<file path="config.mk">
export PLATFORM = sky130hd
export DESIGN_NAME = i2c_target_seq
export DESIGN_NICKNAME = d
export VERILOG_FILES = /design/src/rtl/i2ct_pkg.sv /design/src/rtl/i2ct_fifo.sv /design/src/rtl/i2ct_datapath.sv /design/src/rtl/i2ct_control.sv /design/src/rtl/i2c_target_seq.sv
export SDC_FILE = /design/constraint.sdc
export NUM_CORES = 1
export LEC_CHECK = 0
export ABC_AREA = 1
export BUFFER_PORTS_ARGS = -buffer_cell sky130_fd_sc_hd__buf_2
export CORE_MARGIN = 8
export CORE_UTILIZATION = 40
export DETAILED_ROUTE_END_ITERATION = 10
export GPL_TIMING_DRIVEN = 0
export PLACE_DENSITY = 0.55
export SYNTH_ARGS = -nofsm -noshare
export SYNTH_HDL_FRONTEND = slang
export SYNTH_HIERARCHICAL = 1
export SYNTH_SLANG_ARGS = --single-unit
</file>
<file path="constraint.sdc">
create_clock -name clk -period 3.5 [get_ports clk]
set_input_delay 0.7 -clock clk [delete_from_list [all_inputs] [get_ports clk]]
set_output_delay 0.7 -clock clk [all_outputs]
set_load 0.01 [all_outputs]
</file>
<file path="src/rtl/i2ct_pkg.sv">
package i2ct_pkg;

  localparam int BYTE_W = 8;
  localparam int CNT_W  = 4;

  typedef enum logic [3:0] {
    ST_IDLE,
    ST_CHK_ADDR,
    ST_SEND_ACK,
    ST_SEND_DATA,
    ST_REQ_REPLY,
    ST_CHK_REPLY,
    ST_LOAD_TX,
    ST_REQ_DATA
  } seqState_t;

  // strobes from control to datapath
  typedef struct packed {
    logic incCnt;
    logic clrCnt;
    logic loadTx;
    logic shiftTx;
    logic pushRx;
    logic flushTx;
    logic flushRx;
    logic loadAddr;
  } seqCmd_t;

  // bus events and buffer state from datapath to control
  typedef struct packed {
    logic             sclLvl;
    logic             sdaLvl;
    logic             sclRise;
    logic             sclFall;
    logic             startSeen;
    logic             stopSeen;
    logic [CNT_W-1:0] bitCnt;
    logic             addrHit;
    logic             addrZero;
    logic             txEmpty;
    logic             rxFull;
    logic             txBit;
  } busStat_t;

endpackage

</file>
<file path="src/rtl/i2ct_fifo.sv">
module i2ct_fifo #(
  parameter int WIDTH = 8,
  parameter int DEPTH = 4
) (
  input  logic             clk,
  input  logic             rstN,
  input  logic             flush,
  input  logic             wrEn,
  input  logic [WIDTH-1:0] wrData,
  input  logic             rdEn,
  output logic [WIDTH-1:0] rdData,
  output logic             empty,
  output logic             full
);
  localparam int AW = (DEPTH > 2) ? $clog2(DEPTH) : 1;
  localparam logic [AW-1:0] LAST = AW'(DEPTH - 1);
  localparam logic [AW:0]   CAP  = (AW + 1)'(DEPTH);

  logic [WIDTH-1:0] mem [DEPTH];
  logic [AW-1:0]    wrPtr, rdPtr;
  logic [AW:0]      count;
  logic             doWr, doRd;

  assign empty  = (count == '0);
  assign full   = (count == CAP);
  assign doWr   = wrEn && !full && !flush;
  assign doRd   = rdEn && !empty && !flush;
  assign rdData = mem[rdPtr];

  always_ff @(posedge clk) begin
    if (doWr) mem[wrPtr] <= wrData;
  end

  always_ff @(posedge clk or negedge rstN) begin
    if (!rstN) begin
      wrPtr <= '0;
      rdPtr <= '0;
      count <= '0;
    end else if (flush) begin
      wrPtr <= '0;
      rdPtr <= '0;
      count <= '0;
    end else begin
      if (doWr) wrPtr <= (wrPtr == LAST) ? '0 : wrPtr + 1'b1;
      if (doRd) rdPtr <= (rdPtr == LAST) ? '0 : rdPtr + 1'b1;
      case ({doWr, doRd})
        2'b10:   count <= count + 1'b1;
        2'b01:   count <= count - 1'b1;
        default: count <= count;
      endcase
    end
  end
endmodule

</file>
<file path="src/rtl/i2ct_datapath.sv">
module i2ct_datapath
  import i2ct_pkg::*;
#(
  parameter int         FIFO_DEPTH = 4,
  parameter logic [6:0] RESET_ADDR = 7'h2A
) (
  input  logic              clk,
  input  logic              rstN,
  input  logic              sclIn,
  input  logic              sdaIn,
  input  seqCmd_t           cmd,
  input  logic [6:0]        cfgAddr,
  input  logic [BYTE_W-1:0] txData,
  input  logic              txValid,
  output logic              txReady,
  output logic [BYTE_W-1:0] rxData,
  output logic              rxValid,
  input  logic              rxReady,
  output busStat_t          stat
);
  logic [1:0]        sclSync, sdaSync;
  logic              sclPrev, sdaPrev;
  logic              sclNow, sdaNow;
  logic [6:0]        ownAddr;
  logic [BYTE_W-1:0] rxShift, txShift, txHead;
  logic [CNT_W-1:0]  bitCnt;
  logic              txEmpty, txFull, rxEmpty, rxFull;

  assign sclNow = sclSync[1];
  assign sdaNow = sdaSync[1];

  always_ff @(posedge clk or negedge rstN) begin
    if (!rstN) begin
      sclSync <= 2'b11;
      sdaSync <= 2'b11;
      sclPrev <= 1'b1;
      sdaPrev <= 1'b1;
    end else begin
      sclSync <= {sclSync[0], sclIn};
      sdaSync <= {sdaSync[0], sdaIn};
      sclPrev <= sclNow;
      sdaPrev <= sdaNow;
    end
  end

  always_ff @(posedge clk or negedge rstN) begin
    if (!rstN) begin
      ownAddr <= RESET_ADDR;
      rxShift <= '0;
      txShift <= '1;
      bitCnt  <= '0;
    end else begin
      if (cmd.loadAddr) ownAddr <= cfgAddr;
      if (cmd.incCnt) rxShift <= {rxShift[BYTE_W-2:0], sdaNow};
      if (cmd.clrCnt || cmd.loadTx) bitCnt <= '0;
      else if (cmd.incCnt)          bitCnt <= bitCnt + 1'b1;
      if (cmd.loadTx)       txShift <= txHead;
      else if (cmd.shiftTx) txShift <= {txShift[BYTE_W-2:0], 1'b1};
    end
  end

  i2ct_fifo #(.WIDTH(BYTE_W), .DEPTH(FIFO_DEPTH)) u_txFifo (
    .clk(clk), .rstN(rstN), .flush(cmd.flushTx),
    .wrEn(txValid), .wrData(txData),
    .rdEn(cmd.loadTx), .rdData(txHead),
    .empty(txEmpty), .full(txFull)
  );

  i2ct_fifo #(.WIDTH(BYTE_W), .DEPTH(FIFO_DEPTH)) u_rxFifo (
    .clk(clk), .rstN(rstN), .flush(cmd.flushRx),
    .wrEn(cmd.pushRx), .wrData({rxShift[BYTE_W-2:0], sdaNow}),
    .rdEn(rxReady), .rdData(rxData),
    .empty(rxEmpty), .full(rxFull)
  );

  assign txReady = !txFull;
  assign rxValid = !rxEmpty;

  always_comb begin
    stat.sclLvl    = sclNow;
    stat.sdaLvl    = sdaNow;
    stat.sclRise   = sclNow && !sclPrev;
    stat.sclFall   = !sclNow && sclPrev;
    stat.startSeen = sclNow && sclPrev && sdaPrev && !sdaNow;
    stat.stopSeen  = sclNow && sclPrev && !sdaPrev && sdaNow;
    stat.bitCnt    = bitCnt;
    stat.addrHit   = (rxShift[6:0] == ownAddr);
    stat.addrZero  = (rxShift[6:0] == 7'd0);
    stat.txEmpty   = txEmpty;
    stat.rxFull    = rxFull;
    stat.txBit     = txShift[BYTE_W-1];
  end
endmodule

</file>
<file path="src/rtl/i2ct_control.sv">
module i2ct_control
  import i2ct_pkg::*;
(
  input  logic     clk,
  input  logic     rstN,
  input  busStat_t stat,
  input  logic     cfgWrite,
  output seqCmd_t  cmd,
  output logic     sdaPullLow,
  output logic     genCall,
  output logic     rxDone,
  output logic     txDone
);
  localparam logic [CNT_W-1:0] LAST_BIT = CNT_W'(BYTE_W - 1);

  seqState_t state, nState;
  logic      ackOn, nAck, dirRead, nDir, nGc, nRxDone, nTxDone;
  logic      unusedOk;

  assign unusedOk = stat.sclLvl;

  always_comb begin
    cmd     = '0;
    nState  = state;
    nAck    = ackOn;
    nDir    = dirRead;
    nGc     = genCall;
    nRxDone = 1'b0;
    nTxDone = 1'b0;

    if (cfgWrite && state == ST_IDLE) begin
      cmd.loadAddr = 1'b1;
      cmd.flushTx  = 1'b1;
      cmd.flushRx  = 1'b1;
    end

    if (stat.startSeen) begin
      nState     = ST_CHK_ADDR;
      nAck       = 1'b0;
      nGc        = 1'b0;
      cmd.clrCnt = 1'b1;
    end else if (stat.stopSeen) begin
      if (state != ST_IDLE && state != ST_CHK_ADDR && !dirRead) nRxDone = 1'b1;
      nState = ST_IDLE;
      nAck   = 1'b0;
    end else begin
      unique case (state)
        ST_CHK_ADDR: if (stat.sclRise) begin
          cmd.incCnt = 1'b1;
          if (stat.bitCnt == LAST_BIT) begin
            if ((stat.addrHit || stat.addrZero) && !(stat.sdaLvl && stat.txEmpty)) begin
              nState = ST_SEND_ACK;
              nDir   = stat.sdaLvl;
              nGc    = stat.addrZero;
            end else begin
              nState = ST_IDLE;
            end
          end
        end
        ST_SEND_ACK: if (stat.sclFall) begin
          if (!ackOn) nAck = 1'b1;
          else begin
            nAck = 1'b0;
            if (dirRead) begin
              cmd.loadTx = 1'b1;
              nState     = ST_SEND_DATA;
            end else begin
              cmd.clrCnt = 1'b1;
              nState     = ST_REQ_DATA;
            end
          end
        end
        ST_SEND_DATA: begin
          if (stat.sclRise) begin
            cmd.incCnt = 1'b1;
            if (stat.bitCnt == LAST_BIT) nState = ST_REQ_REPLY;
          end
          if (stat.sclFall) cmd.shiftTx = 1'b1;
        end
        ST_REQ_REPLY: if (stat.sclFall) nState = ST_CHK_REPLY;
        ST_CHK_REPLY: if (stat.sclRise) begin
          if (stat.sdaLvl) begin
            cmd.flushTx = 1'b1;
            nTxDone     = 1'b1;
            nState      = ST_IDLE;
          end else if (stat.txEmpty) begin
            nState = ST_IDLE;
          end else begin
            nState = ST_LOAD_TX;
          end
        end
        ST_LOAD_TX: if (stat.sclFall) begin
          cmd.loadTx = 1'b1;
          nState     = ST_SEND_DATA;
        end
        ST_REQ_DATA: if (stat.sclRise) begin
          cmd.incCnt = 1'b1;
          if (stat.bitCnt == LAST_BIT) begin
            if (stat.rxFull) nState = ST_IDLE;
            else begin
              cmd.pushRx = 1'b1;
              nState     = ST_SEND_ACK;
            end
          end
        end
        default: nState = ST_IDLE;
      endcase
    end
  end

  always_ff @(posedge clk or negedge rstN) begin
    if (!rstN) begin
      state   <= ST_IDLE;
      ackOn   <= 1'b0;
      dirRead <= 1'b0;
      genCall <= 1'b0;
      rxDone  <= 1'b0;
      txDone  <= 1'b0;
    end else begin
      state   <= nState;
      ackOn   <= nAck;
      dirRead <= nDir;
      genCall <= nGc;
      rxDone  <= nRxDone;
      txDone  <= nTxDone;
    end
  end

  assign sdaPullLow = (state == ST_SEND_ACK && ackOn) ||
                      ((state == ST_SEND_DATA || state == ST_REQ_REPLY) && !stat.txBit);
endmodule

</file>
<file path="src/rtl/i2c_target_seq.sv">
module i2c_target_seq
  import i2ct_pkg::*;
#(
  parameter int         FIFO_DEPTH = 4,
  parameter logic [6:0] RESET_ADDR = 7'h2A
) (
  input  logic       clk,
  input  logic       rstN,
  input  logic       sclIn,
  input  logic       sdaIn,
  output logic       sdaPullLow,
  input  logic       cfgWrite,
  input  logic [6:0] cfgAddr,
  input  logic [7:0] txData,
  input  logic       txValid,
  output logic       txReady,
  output logic [7:0] rxData,
  output logic       rxValid,
  input  logic       rxReady,
  output logic       genCall,
  output logic       rxDone,
  output logic       txDone
);
  seqCmd_t  seqCmd;
  busStat_t busStat;

  i2ct_datapath #(.FIFO_DEPTH(FIFO_DEPTH), .RESET_ADDR(RESET_ADDR)) u_dp (
    .clk(clk), .rstN(rstN), .sclIn(sclIn), .sdaIn(sdaIn),
    .cmd(seqCmd), .cfgAddr(cfgAddr),
    .txData(txData), .txValid(txValid), .txReady(txReady),
    .rxData(rxData), .rxValid(rxValid), .rxReady(rxReady),
    .stat(busStat)
  );

  i2ct_control u_ctl (
    .clk(clk), .rstN(rstN), .stat(busStat), .cfgWrite(cfgWrite),
    .cmd(seqCmd), .sdaPullLow(sdaPullLow),
    .genCall(genCall), .rxDone(rxDone), .txDone(txDone)
  );
endmodule

</file>
==> impl_summary.txt <==
----------------------------------------------------
[Outcome]
  Status ... complete, no violations

[Synth]
  Mapped Avg Cell Area ... 9.70 um2
  Mapped Area ... 0.00555 mm2
  Warning count from the yosys run ... 6
  Net count after synthesis ... between 600 and 700
  Number of cells produced by synthesis ... 572

[Detailed routing]
  Number of design rule violations left after detail routing ... 0
  Number of vias in the routed layout ... around 4,000
  Initial DRC count ... roughly 280
  Total length of routed wires ... between 10,000 and 15,000 um
  Vias per inst ... 4.86
  Average routed wire per standard cell ... between 10 and 15 um
  Antenna violation net count after detailed routing ... 0
  Number of optimization iterations in the first detailed-route pass ... 5

[Floorplanning]
  Core footprint ... between 0.01 and 0.015 mm2
  Initial standard-cell utilization of the core ... 0.404
  Placement row count ... 43
  Die span in x ... around 130 um
  Num ports ... 36
  Die height ... approximately 130 um
  Total Die Area ... 0.0179 mm2

[Timing]
  Final setup violating endpoints ... 0
  Final Cycle Share ... 0.918
  Maximum operating frequency ... slightly above 300 MHz
  Tightest Pin Transition ... about 0.85 ns
  Final-report hold violation count ... 0
  Slack of the critical path ... roughly 0.29 ns
  RSZ-0062 raised after global routing ... true
  Clk_skew ... approximately 0.0075 ns
  Final count of pins violating max slew ... 0
  Tmin final ... approximately 3.2 ns
  Relative slew slack ... 0.426

[CTS]
  TritonCTS clock tree ... done
  Clock-pin slew reported for the worst setup and hold paths after clock tree synthesis ... about 0.06 ns
  Post-CTS setup buffer count ... 0
  Number of CTS-inserted buffers ... 17
  Master cell of the clock root buffer ... sky130_fd_sc_hd__clkbuf_16
  Maximum clock path buffer count ... 2
  Number of levels the H-tree was split into ... 4
  Cts repair resizes ... 1
  Number of clock sinks ... approximately 120
  Quantity of hold-fixing buffers added after cts ... 0
  Insertion delay to the later sink of the worst-skew pair ... slightly above 0.4 ns

[Power]
  Relative contribution of sequential cells to total power ... 0.389
  Internal power ... about 3.3 mW
  Net Switching ... around 1.6 mW
  Portion of total power attributed to the clock network ... 0.354
  Peak supply drop ... roughly 0.44 mV
  Leakage power of the design ... between 2 and 3 nW
  Combinational cell fraction of total power ... 0.257
  Power density normalized to cell area ... 751 mW/mm2
  Power, Total ... just under 5 mW
  Sw Share ... 0.324

[Place]
  DP Wirelength ... 7980 um
  Worst slack, placed ... -0.0383 ns
  Number of buffers added on ports ... 35
  Post-place instance area ... between 0.005 and 0.006 mm2
  Final weighted congestion in routability-driven placement ... about 0.9

[Cells and area]
  Antenna Diode Count ... 0
  Proportion of layout cells with a drive suffix above 1 ... 0.227
  Post-route cell area ... roughly 0.0066 mm2
  Layout overhead on the synthesized area ... 18.5%
  Final layout net count ... 660

[Global routing]
  Wire length of the first global-routing pass ... between 15,000 and 20,000 um
  GR Overflow Total ... 0
  Via count of the first global-routing pass ... slightly below 4,000
  Antenna violations before repair ... 0
  Overall track demand over capacity in global routing ... 0.139
  Maximum number of pins on one net before global-route repair ... 55

[Min path]
  Class of the tightest hold or removal check ... in2async

[Worst setup path]
  Crit start category ... flop
  Worst Setup Path Type ... reg2reg
  Critical Path RT ... between 3 and 4 ns
  Maximum fanout count along the critical path ... 8
  Data arrival time of the worst path ... about 3.5 ns
  Sort of element at the end of the critical path ... flop

[Flow run]
  Max Cap Violations ... 0

----------------------------------------------------
==> cell type report <==
class | instances | area [um2]
flip-flops and latches | 118 | 3290
plain buffers | 17 | 121
repair buffers | 35 | 178
clock buffers | 20 | 447
well taps | 180 | 225
clock inverters | 12 | 154
multi-input cells | 364 | 1870
fillers | 1256 | 7140
inverters | 73 | 288
==> cell usage in the layout (no fill, tap or decap), drive strengths merged <==
cell type	n
buf	52
a21boi	2
dfrtp	37
clkinvlp	3
nor4	5
edfxtp	64
nand2	137
a21oi	12
nand3	27
mux2	1
o21bai	1
bufinv	4
dfstp	17
inv	73
nand4	2
or2	1
ha	10
nor2	79
clkinv	5
o211ai	1
o22ai	19
fa	2
o21ai	58
xnor2	3
clkbuf	20
nor3	3
o31ai	1
==> flip-flops by register name (all words and copies together) (netlist names), 2 cells and up <==
| register | count |
|---|---|
| u_dp/u_rxFifo/count | 3 |
| u_dp/sclSync | 2 |
| u_dp/u_txFifo/mem | 32 |
| u_dp/rxShift | 7 |
| u_dp/u_txFifo/wrPtr | 2 |
| u_dp/bitCnt | 4 |
| u_dp/u_txFifo/count | 3 |
| u_dp/txShift | 8 |
| u_dp/u_rxFifo/mem | 32 |
| u_dp/sdaSync | 2 |
| u_dp/ownAddr | 7 |
| u_dp/u_rxFifo/rdPtr | 2 |
| u_ctl/state | 3 |
| u_dp/u_txFifo/rdPtr | 2 |
| u_dp/u_rxFifo/wrPtr | 2 |
==> routing by layer <==
layer | track usage | up-vias | routed length [um]
met2 | 0.230 | 77 | 5710
met4 | 0.0549 | 0 | 166
li1 | - | 1998 | -
met3 | 0.0400 | 12 | 524
met5 | 0 | - | 0
met1 | 0.167 | 1896 | 5220
==> stage by stage <==
stage	hold slack (ns)	utilization	instances	TNS (ns)
final	0.353	0.479	819	0
after CTS	0.355	0.478	819	0
after detailed placement	0.348	0.434	787	-0.0383
after global placement	0.347	0.434	787	0
after floorplan	0.345	-	572	0
after global routing	0.359	0.479	819	-0.282
==> critical path: stages (launching register included) <==
cell and delay, ns:
sky130_fd_sc_hd__dfstp_2 0.62, sky130_fd_sc_hd__inv_1 0.08, sky130_fd_sc_hd__nand2_1 0.06, sky130_fd_sc_hd__nor2_1 0.07
sky130_fd_sc_hd__nor2_4 0.19, sky130_fd_sc_hd__nand2_1 0.20, sky130_fd_sc_hd__nor4_4 0.28, sky130_fd_sc_hd__or2_1 0.20
sky130_fd_sc_hd__bufinv_8 0.21, sky130_fd_sc_hd__nand3_2 0.10, sky130_fd_sc_hd__inv_2 0.06, sky130_fd_sc_hd__nand2_1 0.05
sky130_fd_sc_hd__inv_1 0.05, sky130_fd_sc_hd__fa_1 0.43, sky130_fd_sc_hd__xnor2_1 0.18, sky130_fd_sc_hd__o21bai_1 0.13
sky130_fd_sc_hd__nand2_1 0.07, sky130_fd_sc_hd__nand2_1 0.06, sky130_fd_sc_hd__nand2_1 0.05
==> power groups by stage <==
stage          sequential, mW  combinational [mW]  clock (mW)
6_report                 1.92                1.27        1.75
5_1_grt                  1.95                1.46        1.85
4_1_cts                  1.92                1.28        1.79
3_5_place_dp             1.95                1.27           0
3_3_place_gp             1.94                1.24           0
2_1_floorplan            1.89               0.945           0
==> path summary, 6_finish.rpt <==
check / end / startpoint / cells past startpoint / slack [ns]
max in group asynchronous: u_dp/u_txFifo/rdPtr[1] / rstN / 1 / 2.68
min in group clk: u_dp/sclSync[1] / u_dp/sclSync[0] / 0 / 0.35
worst max-delay path: u_dp/u_txFifo/count[2] / u_dp/sdaSync[1] / 18 / 0.29
worst min register to register: u_dp/sclSync[1] / u_dp/sclSync[0] / 0 / 0.35
worst min-delay path: u_dp/u_rxFifo/rdPtr[1] / rstN / 1 / 0.35
worst max register to register: u_dp/u_txFifo/count[2] / u_dp/sdaSync[1] / 18 / 0.29
Note: power is estimated with default switching activity, not from simulation.
